[src/rtl/xchg_pkg.sv]
package xchg_pkg;
  typedef enum logic {
    SRC_1B = 1'b0,
    SRC_2B = 1'b1
  } src_e;
endpackage

[src/rtl/xchg_ce_reg.sv]
module xchg_ce_reg #(
  parameter int W = 12
) (
  input  logic         clk_i,
  input  logic         rst_ni,
  input  logic         ce_ni,
  input  logic [W-1:0] d_i,
  output logic [W-1:0] q_o
);
  always_ff @(posedge clk_i or negedge rst_ni) begin
    if (!rst_ni)     q_o <= '0;
    else if (!ce_ni) q_o <= d_i;
  end
endmodule

[src/rtl/xchg_a2b.sv]
module xchg_a2b #(
  parameter int WORD_W = 12,
  localparam int WIDE_W = 2 * WORD_W
) (
  input  logic              clk_i,
  input  logic              rst_ni,
  input  logic [WORD_W-1:0] a_i,
  input  logic              s1_ce_ni,
  input  logic              wide_ce_ni,
  output logic [WIDE_W-1:0] b_o
);
  logic [WORD_W-1:0] s1_q;

  // low half gets an extra stage so word N-1 pairs with word N
  xchg_ce_reg #(.W(WORD_W)) u_s1 (
    .clk_i, .rst_ni, .ce_ni(s1_ce_ni), .d_i(a_i), .q_o(s1_q)
  );
  xchg_ce_reg #(.W(WORD_W)) u_lo (
    .clk_i, .rst_ni, .ce_ni(wide_ce_ni), .d_i(s1_q), .q_o(b_o[WORD_W-1:0])
  );
  xchg_ce_reg #(.W(WORD_W)) u_hi (
    .clk_i, .rst_ni, .ce_ni(wide_ce_ni), .d_i(a_i), .q_o(b_o[WIDE_W-1:WORD_W])
  );
endmodule

[src/rtl/xchg_b2a.sv]
module xchg_b2a
  import xchg_pkg::*;
#(
  parameter int WORD_W = 12,
  localparam int NHALF = 2,
  localparam int WIDE_W = NHALF * WORD_W
) (
  input  logic              clk_i,
  input  logic              rst_ni,
  input  logic [WIDE_W-1:0] b_i,
  input  logic [NHALF-1:0]  ce_ni,
  input  src_e              sel_i,
  output logic [WORD_W-1:0] a_o
);
  logic [WORD_W-1:0] half_q [NHALF];

  for (genvar g = 0; g < NHALF; g++) begin : g_half
    xchg_ce_reg #(.W(WORD_W)) u_cap (
      .clk_i, .rst_ni, .ce_ni(ce_ni[g]), .d_i(b_i[g*WORD_W +: WORD_W]), .q_o(half_q[g])
    );
  end

  assign a_o = (sel_i == SRC_2B) ? half_q[1] : half_q[0];
endmodule

[src/rtl/xchg_ctl.sv]
module xchg_ctl
  import xchg_pkg::*;
(
  input  logic clk_i,
  input  logic rst_ni,
  input  logic sel_ni,
  input  logic oe_a_ni,
  input  logic oe_b_ni,
  output src_e sel_o,
  output logic a_drv_o,
  output logic b_drv_o
);
  always_ff @(posedge clk_i or negedge rst_ni) begin
    if (!rst_ni) begin
      sel_o   <= SRC_1B;
      a_drv_o <= 1'b0;
      b_drv_o <= 1'b0;
    end else begin
      sel_o   <= sel_ni ? SRC_2B : SRC_1B;
      a_drv_o <= ~oe_a_ni;
      b_drv_o <= ~oe_b_ni;
    end
  end
endmodule

[src/rtl/nw_bus_exchanger.sv]
module nw_bus_exchanger
  import xchg_pkg::*;
#(
  parameter int WORD_W = 12,
  localparam int WIDE_W = 2 * WORD_W
) (
  input  logic              clk_i,
  input  logic              rst_ni,
  input  logic [WORD_W-1:0] a_i,
  input  logic              a1_ce_ni,
  input  logic              a2_ce_ni,
  input  logic [WIDE_W-1:0] b_i,
  input  logic              b1_ce_ni,
  input  logic              b2_ce_ni,
  input  logic              sel_ni,
  input  logic              oe_a_ni,
  input  logic              oe_b_ni,
  output logic [WORD_W-1:0] a_o,
  output logic              a_drv_o,
  output logic [WIDE_W-1:0] b_o,
  output logic              b_drv_o
);
  src_e sel_q;

  xchg_ctl u_ctl (
    .clk_i, .rst_ni, .sel_ni, .oe_a_ni, .oe_b_ni,
    .sel_o(sel_q), .a_drv_o, .b_drv_o
  );

  xchg_a2b #(.WORD_W(WORD_W)) u_a2b (
    .clk_i, .rst_ni, .a_i, .s1_ce_ni(a1_ce_ni), .wide_ce_ni(a2_ce_ni), .b_o
  );

  xchg_b2a #(.WORD_W(WORD_W)) u_b2a (
    .clk_i, .rst_ni, .b_i, .ce_ni({b2_ce_ni, b1_ce_ni}), .sel_i(sel_q), .a_o
  );
endmodule

[config.mk]
export PLATFORM = sky130hd
export DESIGN_NAME = nw_bus_exchanger
export DESIGN_NICKNAME = d
export VERILOG_FILES = /design/src/rtl/xchg_pkg.sv /design/src/rtl/xchg_ce_reg.sv /design/src/rtl/xchg_a2b.sv /design/src/rtl/xchg_b2a.sv /design/src/rtl/xchg_ctl.sv /design/src/rtl/nw_bus_exchanger.sv
export SDC_FILE = /design/constraint.sdc
export NUM_CORES = 1
export LEC_CHECK = 0
export BUFFER_PORTS_ARGS = -buffer_cell sky130_fd_sc_hd__buf_2
export CORE_UTILIZATION = 56
export CTS_BUF_LIST = sky130_fd_sc_hd__clkbuf_4
export CTS_CLUSTER_DIAMETER = 200
export DETAILED_ROUTE_END_ITERATION = 12
export GPL_ROUTABILITY_DRIVEN = 0
export PLACE_DENSITY = 0.85
export SYNTH_ARGS = -nofsm -noshare
export SYNTH_HDL_FRONTEND = slang
export SYNTH_SLANG_ARGS = --single-unit
[constraint.sdc]
create_clock -name clk_i -period 2.5 [get_ports clk_i]
set_clock_uncertainty 0.05 [all_clocks]
set_input_delay 0.5 -clock clk_i [delete_from_list [all_inputs] [get_ports clk_i]]
set_output_delay 0.5 -clock clk_i [all_outputs]
set_load 0.02 [all_outputs]
[After elaboration in Yosys (flattened, before gate mapping)]
Cells that the tools add are included.
Storage, ports and cells
  register bits: 63
  bits in latches: 0
  memory bits (writable): 0
  memory bits (read-only): 0
  bits of input ports: 45
  output and inout bits: 38
  word-level logic and storage cells: 12
  memories: 0
Cells by class
  add/subtract/negate cells: 0
  multiply operators: 0
  divide/modulo/power cells: 0
  $lt $le $gt $ge: 0
  equality and inequality tests: 0
  shift operators: 0
  muxes and demuxes: 2
  bitwise operators: 2
  reductions and logical operators: 0
Operators with widths (number)
  2-to-1 mux 12 bit: 1
  inverter 1 bit: 2
  2-to-1 mux 1 bit: 1

[Depth between registers and ports, before layout]
Gate-level depths: netlist (run 1).
  depth after elaboration: 1
  gate-level depth with buffers: 3
  depth with buffers taken out: 1

[Hierarchy]
Synthesis (run 1) repeated with hierarchy kept, for this count alone.
Unflattened totals
  cells, all modules: 143
  area, all modules: 2687.6 sq um
By module, submodules not included
  xchg_ce_reg: instances 5, cells each 25, area an instance 484.2 sq um, sequential area each 300.3 sq um
  xchg_b2a: instances 1, cells each 13, area an instance 183.9 sq um, sequential area each 0.0 sq um
  xchg_ctl: instances 1, cells each 5, area an instance 82.6 sq um, sequential area each 75.1 sq um

[Worst setup path after synthesis (run 1)]
Ideal clock, no wire load.
  path type: register to output
  start: register u_ctl.sel_o
  end: output port a_o[0]
  arrival: 916 ps
  required time: 1950 ps
  slack: 1034 ps
  cell stages (with the launch flop): 3
  buffers on the path: 1
  cells stage by stage: dfrtp_1 > buf_4 > mux2_2
Between the ends
  word-level cells in the longest chain between the ends: 1
RTL lines
  start: declaration: line xchg_ctl.sv:9  | output src_e sel_o,
  start signal: assignment: line xchg_ctl.sv:19  | sel_o <= sel_ni ? SRC_2B : SRC_1B;
  2-to-1 mux 12 bit: line xchg_b2a.sv:23  | assign a_o = (sel_i == SRC_2B) ? half_q[1] : half_q[0];
  end: declaration: line nw_bus_exchanger.sv:18  | output logic [WORD_W-1:0] a_o,
No other way between the ends.

[Worst setup path after layout (run 1)]
  start: register u_ctl.sel_o
  end: output port a_o[3]
Same word-level chain as after synthesis.

==> results.cfg, run 1 <==
[status]
status = finished clean

[cts]
register_clock_pin_slew_on_the_reported_worst_setup_and_hold_paths_ns = 0.09
cts_root_buf = clkbuf_4
ctsLongestPathBuffers = 2
cts_htree_levels = 3
number_of_buffers_created_by_cts = 9
cts_setup_buffers = 0
clk_latency_ns = 0.41
cts_num_sinks = 63
cts_tree = done
ctsResizeCount = 0
cts_hold_buffers = 0

[power]
ir_worst_vdd_v = 0.000439
power_density_over_the_cells_nw_per_um2 = 701
power.clock.fraction_pct = 25.3
total_power_mw = 2.15
net-switching-power_mw = 0.607
power.internal_mw = 1.54
p_leak_nw = 1.51
pwr-share-seq_pct = 55.2
power_switching_share_pct = 28.2
gate_power_share_pct = 19.5

[synth]
parity_gate_share_of_the_synthesized_area_counting_xor_and_xnor_cells_pct = 0
synth-edff-count = 0
synth_area_leaders = dfrtp_1, mux2_2, mux2_4
number_of_nets_in_the_synthesized_netlist = 189
main_combinational_cell_family_by_area_after_synthesis = multiplexers
sequential_share_of_the_synthesized_area_pct = 61.8
postSynth.asyncResetShare_pct = 100
synth_common_cells = dfrtp_1, mux2_2, mux2_4
predominant_post_synthesis_flop_cell = dfrtp_1
synth_simple_gate_area_share_pct = 0
synth.mux.area_fraction_pct = 34.7
number_of_different_library_cells_in_the_post_synthesis_netlist = 7
synth_largest_type_area_fraction_pct = 61.8
post_synth_fa_ha_maj_area_fraction_pct = 0
post_synth.cell_area_avg_um2 = 17.7
synth_compound_gate_area_share_pct = 0
yosys.cell_count.top_type = dfrtp_1
synth.ff_latch_count = 63
synthesis_warning_total = 0
post_synth_inst_count = 144
synth_area_um2 = 2550
synth_top_area_cell = dfrtp_1

[worst_setup_path]
critical_path.startpoint_type = register
worst_r2r_path_depth = 1
critical_path_peak_fanout = 12
crit_cells = 2
criticalPathCategory = register to output port
worst_path_arrival_time_ns = 1.63
critical_path_buf_inv_count = 1
crit_path_top_delay_cell = dfrtp_1
critPathMaxStageDelay_ns = 0.67
critical_path.top_delay_family = flip-flops
worst_ep_required_time_ns = 1.95
crit_chain = mux2_2, buf_2
critical_path.endpoint_type = output port

[global_route]
antenna_violations_before_repair = 0
grt_pass1_wl_um = 7400
grt_pass1_vias = 1542
grt_ovf = 0
grt.total_usage_pct = 20.7
maximum_number_of_pins_on_one_net_before_global_route_repair = 35

[run]
max_cap_violations = 0

[timing]
timing_worst_slew_pin_value_ns = 0.723
min_period_over_period_pct = 87.3
grt_setup_unrepaired = no
setup_viol_count_final = 0
hold_violations = 0
max_clock_freq_mhz = 458
setup_slack_ns = 0.318
setup-tns-final_ns = 0
timing_max_transition_violations_final = 0
timing.slew.headroom_pct = 51.8
min_period_ns = 2.18

[die]
io_pins = 83
dieWidth_um = 69.5
initial_utilization_pct = 58.6
die_h_um = 69.5
dieArea_um2 = 4830
design.core.area_um2 = 4350
floorplan.rows = 24

[detailed_routing]
routed_wirelength_um = 4350
drt-vias-per-instance = 5.02
detailroute.via_count = 1447
drt.antenna.violating_nets = 0
drt_iter0_drc = 44
drt_first_pass_iters = 3
route.detailed.wl_per_inst_um = 15.1
drcViolationCount = 0

[placement]
dp.final_hpwl_um = 3030
dpl_worst_slack_ns = 0.748
buffer_ports.inserted = 82

[final_layout]
inserted_diodes = 0
drive_gt1_share_pct = 71.6
finalNetCount = 276
synthToLayoutAreaGrowth_pct = 20.3

[worst_hold_path]
min_path_type = input pin to async pin
-- cell usage in the layout (no fill, tap or decap) --
cell / Yosys / final
buf_2: 0 / 82
dfrtp_1: 63 / 63
mux2_2: 52 / 52
mux2_4: 20 / 20
clkbuf_4: 0 / 10
clkinv_2: 0 / 4
inv_1: 2 / 2
clkinv_1: 0 / 2
buf_12: 2 / 1
-- per-stage QoR --
stage                     instances  instance area [um2]  utilization (%)  hold WS [ns]
after global routing            288                 3070             70.5         0.128
final                           288                 3070             70.5        0.0752
after detailed placement        272                 2970             68.1         0.436
after CTS                       288                 3070             70.5        0.0796
after global placement          272                 2970             68.1         0.432
after floorplan                 144                 2550                -         0.154
-- layout make-up --
class / count / area, um2
multi-input combinational: 72 / 886
inverter: 2 / 7.51
clock buffer: 10 / 75.1
sequential: 63 / 1580
tap: 52 / 65.1
clock inverter: 6 / 27.5
fill: 301 / 1290
timing repair buffer: 83 / 430
-- power groups by stage --
stage	registers [mW]	logic, mW	clock network, mW
after floorplan	1.25	0.223	0
after global placement	1.20	0.415	0
after detailed placement	1.20	0.428	0
after CTS	1.19	0.427	0.565
after global routing	1.20	0.453	0.602
final	1.19	0.420	0.544
-- cells by family after synthesis --
| kind of cell | after synthesis |
|---|---|
| muxes | 72 |
| DFF | 63 |
| buffers and inverters | 9 |
-- flip-flops by register name, indices dropped and copies added (netlist names) --
signal and flops:
u_a2b.u_lo.q_o 12, u_ctl.sel_o 1, u_a2b.u_hi.q_o 12, u_b2a.g_half.u_cap.q_o 24
u_ctl.b_drv_o 1, u_ctl.a_drv_o 1, u_a2b.u_s1.q_o 12
-- final timing paths --
path	startpoint	to	slack (ns)
worst max-delay path	u_ctl.sel_o	a_o[3]	0.32
worst min-delay path	rst_ni	u_b2a.g_half[1].u_cap.q_o[9]	0.08
worst max register to register	u_a2b.u_s1.q_o[9]	u_a2b.u_lo.q_o[9]	1.67
worst min register to register	u_a2b.u_lo.q_o[0]	u_a2b.u_lo.q_o[0]	0.46
max in group asynchronous	rst_ni	u_b2a.g_half[1].u_cap.q_o[1]	1.72
min in group clk_i	sel_ni	u_ctl.sel_o	0.16
-- per-layer routing --
metal | up-vias | part of all wire (%) | global-route usage [%]
li1 | 682 | - | -
met1 | 698 | 45 | 27.4
met2 | 57 | 46 | 29.9
met3 | 10 | 6.3 | 5.52
met4 | 0 | 3.1 | 14.3
met5 | - | 0 | 0
Note: power is estimated with default switching activity, not from simulation.
==> inputs of run 2 (changes only) <==
--- a/config.mk
+++ b/config.mk
@@ -5,13 +5,14 @@
 export SDC_FILE = /design/constraint.sdc
 export NUM_CORES = 1
 export LEC_CHECK = 0
-export BUFFER_PORTS_ARGS = -buffer_cell sky130_fd_sc_hd__buf_2
-export CORE_UTILIZATION = 56
+export CORE_MARGIN = 2
+export CORE_UTILIZATION = 59
 export CTS_BUF_LIST = sky130_fd_sc_hd__clkbuf_4
 export CTS_CLUSTER_DIAMETER = 200
 export DETAILED_ROUTE_END_ITERATION = 12
+export DONT_BUFFER_PORTS = 1
 export GPL_ROUTABILITY_DRIVEN = 0
-export PLACE_DENSITY = 0.85
+export PLACE_DENSITY = 0.76
 export SYNTH_ARGS = -nofsm -noshare
 export SYNTH_HDL_FRONTEND = slang
 export SYNTH_SLANG_ARGS = --single-unit
==> constraint.sdc (replaced) <==
create_clock -name clk_i -period 1.92 [get_ports clk_i]
set_clock_uncertainty 0.05 [all_clocks]
set_input_delay 0.384 -clock clk_i [delete_from_list [all_inputs] [get_ports clk_i]]
set_output_delay 0.384 -clock clk_i [all_outputs]
set_load 0.02 [all_outputs]
==> results.cfg, run 2 (same netlist as run 1, synthesis figures left out) <==
[status]
status = finished clean

[worst_setup_path]
critPathMaxStageDelay_ns = 0.54
critical_path_peak_fanout = 12
rr_startpoint = u_a2b.u_lo.q_o[9]
crit_chain = mux2_2
crit_path_top_delay_cell = dfrtp_2
r2r-end = u_a2b.u_lo.q_o[9]
critical_path.startpoint_type = register
crit_cells = 1
critical_path_buf_inv_count = 0
worst-r2r-setup-slack_ns = 0.99
critical_path.top_delay_family = flip-flops
criticalPathCategory = register to output port
worst_ep_required_time_ns = 1.49
worst_path_arrival_time_ns = 1.37
critical_path.endpoint_type = output port
worst_r2r_path_depth = 1

[cts]
cts_root_buf = clkbuf_4
ctsLongestPathBuffers = 2
cts_htree_levels = 3
number_of_buffers_created_by_cts = 9
cts_num_sinks = 63
cts_tree = done
clk_latency_ns = 0.38
register_clock_pin_slew_on_the_reported_worst_setup_and_hold_paths_ns = 0.10

[final_layout]
final_util_pct = 66.9
largest_register_ffs = 24
synthToLayoutAreaGrowth_pct = 7.11
inserted_diodes = 0
most_frequent_cells_in_the_layout = dfrtp_1, mux2_2, mux2_4
layout_commonest_cell = dfrtp_1
registers.top_by_ff_count = u_b2a.g_half.u_cap.q_o
drive_gt1_share_pct = 56.3
finalNetCount = 198

[global_route]
grt_ovf = 0
grt_pass1_wl_um = 6970
grt_pass1_vias = 1354
antenna_violations_before_repair = 0
grt.total_usage_pct = 19.2
maximum_number_of_pins_on_one_net_before_global_route_repair = 64

[timing]
setup_viol_count_final = 0
timing_worst_slew_pin_value_ns = 0.293
min_period_ns = 1.80
min_period_over_period_pct = 93.8
timing.slew.headroom_pct = 80.5
hold_violations = 0
setup_slack_ns = 0.119
timing_max_transition_violations_final = 0
setup-tns-final_ns = 0
max_clock_freq_mhz = 555
grt_setup_unrepaired = no

[detailed_routing]
route.detailed.wl_per_inst_um = 20.1
drcViolationCount = 0
drt_first_pass_iters = 3
drt_iter0_drc = 49
routed_wirelength_um = 4190
detailroute.via_count = 1189
drt-vias-per-instance = 5.72
drt.antenna.violating_nets = 0

[die]
initial_utilization_pct = 62.4
dieArea_um2 = 4870
floorplan.rows = 23
dieWidth_um = 69.8
io_pins = 83
design.core.area_um2 = 4090
die_h_um = 69.8

[worst_hold_path]
hold_path_startpoint = a_i[5]
min_path_cells = 1
min_path_type = input pin to register
holdPathEnd = u_a2b.u_hi.q_o[5]

[power]
gate_power_share_pct = 11.0
power.internal_mw = 2.08
pwr-share-seq_pct = 58.8
power_density_over_the_cells_nw_per_um2 = 1020
power_switching_share_pct = 25.7
power.clock.fraction_pct = 30.2
p_leak_nw = 1.22
net-switching-power_mw = 0.719
ir_worst_vdd_v = 0.000650

[run]
max_cap_violations = 0

[placement]
dpl_worst_slack_ns = 0.382
buffer_ports.inserted = 0
dp.final_hpwl_um = 2940
==> run 2: cell types whose count changed in the layout (fill, tap and decap cells not counted), sizes merged <==
cell         previous run  this run
clkbuf                 10        11
dlygate4sd3             0         4
buf                    83         1
bufinv                  0         1
clkinv                  6         4
==> run 2: through the flow <==
step | total power [mW] | hold slack [ns] | std cells | cell area [um2]
2_1_floorplan | 1.92 | 0.0384 | 144 | 2550
3_3_place_gp | 1.92 | 0.0397 | 187 | 2530
3_5_place_dp | 1.95 | 0.0396 | 187 | 2530
4_1_cts | 2.84 | 0.0712 | 208 | 2730
5_1_grt | 2.94 | 0.0595 | 208 | 2730
6_report | 2.80 | 0.0947 | 208 | 2730
==> run 2: layout make-up <==
cell class                 instances  area (um2)
clock buffer                      11        82.6
clock inverter                     5        48.8
fill                             278        1350
inverter                           2        7.51
multi-input combinational         72         886
sequential                        63        1580
tap                               50        62.6
timing repair buffer               5        67.6
==> run 2: layer usage <==
metal | track usage (%) | routed length [um] | share of wire, %
met4 | 10.9 | 100 | 2.4
met5 | 0 | 0 | 0
met1 | 22.4 | 1630 | 39
met3 | 7.70 | 312 | 7.4
met2 | 30.0 | 2150 | 51
==> run 2: what timing repair did <==
| action | 4_1_cts | 5_1_grt |
|---|---|---|
| setup endpoints to repair | 12 | 0 |
| hold buffers | 5 | 0 |
| gates resized for setup | 1 | 0 |
| endpoints found under the hold margin | 66 | 0 |
| setup buffers | 0 | 0 |
==> run 2: how the worst max path moves through the flow <==
stage                      from     end  slack (ns)
floorplan           u_ctl.sel_o  a_o[0]        0.57
global route        u_ctl.sel_o  a_o[7]        0.04
detailed placement  u_ctl.sel_o  a_o[7]        0.38
global placement    u_ctl.sel_o  a_o[7]        0.41
finish              u_ctl.sel_o  a_o[7]        0.12
CTS                 u_ctl.sel_o  a_o[7]        0.09
==> run 2: power by group through the flow <==
stage	clock [mW]	sequential [mW]	combinational, mW
2_1_floorplan	0	1.63	0.290
3_3_place_gp	0	1.66	0.262
3_5_place_dp	0	1.67	0.275
4_1_cts	0.876	1.64	0.314
5_1_grt	0.950	1.66	0.331
6_report	0.845	1.64	0.308
==> inputs of run 3 (changes only) <==
--- a/config.mk
+++ b/config.mk
@@ -6,13 +6,12 @@
 export NUM_CORES = 1
 export LEC_CHECK = 0
 export CORE_MARGIN = 2
-export CORE_UTILIZATION = 59
-export CTS_BUF_LIST = sky130_fd_sc_hd__clkbuf_4
+export CORE_UTILIZATION = 30
 export CTS_CLUSTER_DIAMETER = 200
 export DETAILED_ROUTE_END_ITERATION = 12
 export DONT_BUFFER_PORTS = 1
 export GPL_ROUTABILITY_DRIVEN = 0
-export PLACE_DENSITY = 0.76
+export PLACE_DENSITY = 0.43
 export SYNTH_ARGS = -nofsm -noshare
 export SYNTH_HDL_FRONTEND = slang
 export SYNTH_SLANG_ARGS = --single-unit
==> results.cfg, run 3 (same netlist as run 1, synthesis figures left out) <==
[status]
status = finished clean

[cts]
cts_root_buf = clkbuf_8
cts_tree = done
cts_num_sinks = 63
cts_htree_levels = 3
number_of_buffers_created_by_cts = 9
clk_latency_ns = 0.33
ctsLongestPathBuffers = 2
register_clock_pin_slew_on_the_reported_worst_setup_and_hold_paths_ns = 0.07

[worst_hold_path]
min_path_type = input pin to register

[power]
p_leak_nw = 1.23
pwr-share-seq_pct = 53.5
power.internal_mw = 2.29
net-switching-power_mw = 0.779
power.clock.fraction_pct = 36.5
power_switching_share_pct = 25.4
power_density_over_the_cells_nw_per_um2 = 1080
ir_worst_vdd_v = 0.000284
gate_power_share_pct = 10.0

[worst_setup_path]
critical_path_peak_fanout = 12
crit_chain = mux2_2
critical_path_buf_inv_count = 0
critical_path.endpoint_type = output port
critical_path.top_delay_family = flip-flops
critPathMaxStageDelay_ns = 0.54
critical_path.startpoint_type = register
worst_path_arrival_time_ns = 1.32
worst_ep_required_time_ns = 1.49
criticalPathCategory = register to output port
crit_path_top_delay_cell = dfrtp_2
worst-r2r-setup-slack_ns = 0.98

[timing]
min_period_over_period_pct = 91.3
hold_violations = 0
min_period_ns = 1.75
setup_slack_ns = 0.167
timing_max_transition_violations_final = 0
max_clock_freq_mhz = 571
timing_worst_slew_pin_value_ns = 0.307
hold_slack_ns = 0.0500
timing.slew.headroom_pct = 79.5
setup_viol_count_final = 0
setup-tns-final_ns = 0
grt_setup_unrepaired = no

[final_layout]
layout.filler_cells = 777
most_frequent_cells_in_the_layout = dfrtp_1, mux2_2, mux2_4
registers.top_by_ff_count = u_b2a.g_half.u_cap.q_o
finalNetCount = 196
layout_commonest_cell = dfrtp_1
inserted_diodes = 0
synthToLayoutAreaGrowth_pct = 11.6
largest_register_ffs = 24
drive_gt1_share_pct = 57.7

[die]
io_pins = 83
design.core.area_um2 = 8220
initial_utilization_pct = 31.0
dieArea_um2 = 9260
dieWidth_um = 96.2
die_h_um = 96.2
floorplan.rows = 33

[detailed_routing]
drt-vias-per-instance = 4.63
drt.antenna.violating_nets = 0
drcViolationCount = 0
detailroute.via_count = 1208
drt_iter0_drc = 6
routed_wirelength_um = 4590
route.detailed.wl_per_inst_um = 17.6
drt_first_pass_iters = 2

[global_route]
grt_pass1_wl_um = 6890
grt.total_usage_pct = 10.4
grt_ovf = 0
grt_pass1_vias = 1326
antenna_violations_before_repair = 0
maximum_number_of_pins_on_one_net_before_global_route_repair = 64

[placement]
dpl_worst_slack_ns = 0.356
buffer_ports.inserted = 0
dp.final_hpwl_um = 3210

[run]
max_cap_violations = 0
==> run 3: changes by cell type in the layout (fill, tap and decap cells not counted) <==
| cell | delta |
|---|---|
| dlygate4sd3_1 | -2 |
| clkinvlp_4 | +2 |
| clkbuf_4 | -11 |
| clkbuf_8 | +10 |
| clkinv_1 | -1 |
==> run 3: final cells by class <==
type                    instances  area, um2  area share [%]
clock inverters                 6       60.1            2.11
multi-input cells              72        886            31.1
inverters                       2       7.51           0.264
repair buffers                  3       47.5            1.67
well taps                     105        131            4.61
clock buffers                  10        138            4.83
flip-flops and latches         63       1580            55.4
==> run 3: path summary, 6_finish.rpt <==
path,depth (start not counted),start,end
hold reg to reg,1,u_b2a.g_half[1].u_cap.q_o[6],u_b2a.g_half[1].u_cap.q_o[6]
setup reg to reg,1,u_a2b.u_lo.q_o[4],u_a2b.u_lo.q_o[4]
max in group asynchronous,2,rst_ni,u_a2b.u_lo.q_o[2]
setup / recovery,1,u_ctl.sel_o,a_o[9]
hold / removal,1,oe_a_ni,u_ctl.a_drv_o
min in group asynchronous,2,rst_ni,u_b2a.g_half[0].u_cap.q_o[1]
==> run 3: metal layers <==
layer	global-route usage (%)	part of all wire (%)	vias to the layer above
met5	0	0	-
met4	6.79	2.4	0
met3	5.25	11	10
met2	16.4	48	56
met1	10.9	38	623
li1	-	-	519
==> run 3: power by group through the flow <==
stage	logic, mW	registers (mW)	clock network (mW)
2_1_floorplan	0.290	1.63	0
3_3_place_gp	0.265	1.66	0
3_5_place_dp	0.274	1.67	0
4_1_cts	0.313	1.65	1.18
5_1_grt	0.329	1.66	1.26
6_report	0.305	1.64	1.12
==> run 3: what timing repair did <==
item / in CTS / in global routing
resized for setup: 1 / 0
hold buffers: 3 / 0
setup endpoints to repair: 12 / 0
buffers inserted: 0 / 0
hold endpoints to repair: 64 / 0
==> run 3: through the flow <==
stage	cell area [um2]	cells	utilization, %	total power, mW
floorplan	2550	144	-	1.92
global placement	2600	242	31.7	1.93
detailed placement	2600	242	31.7	1.94
CTS	2850	261	34.7	3.14
global route	2850	261	34.7	3.25
finish	2850	261	34.7	3.06
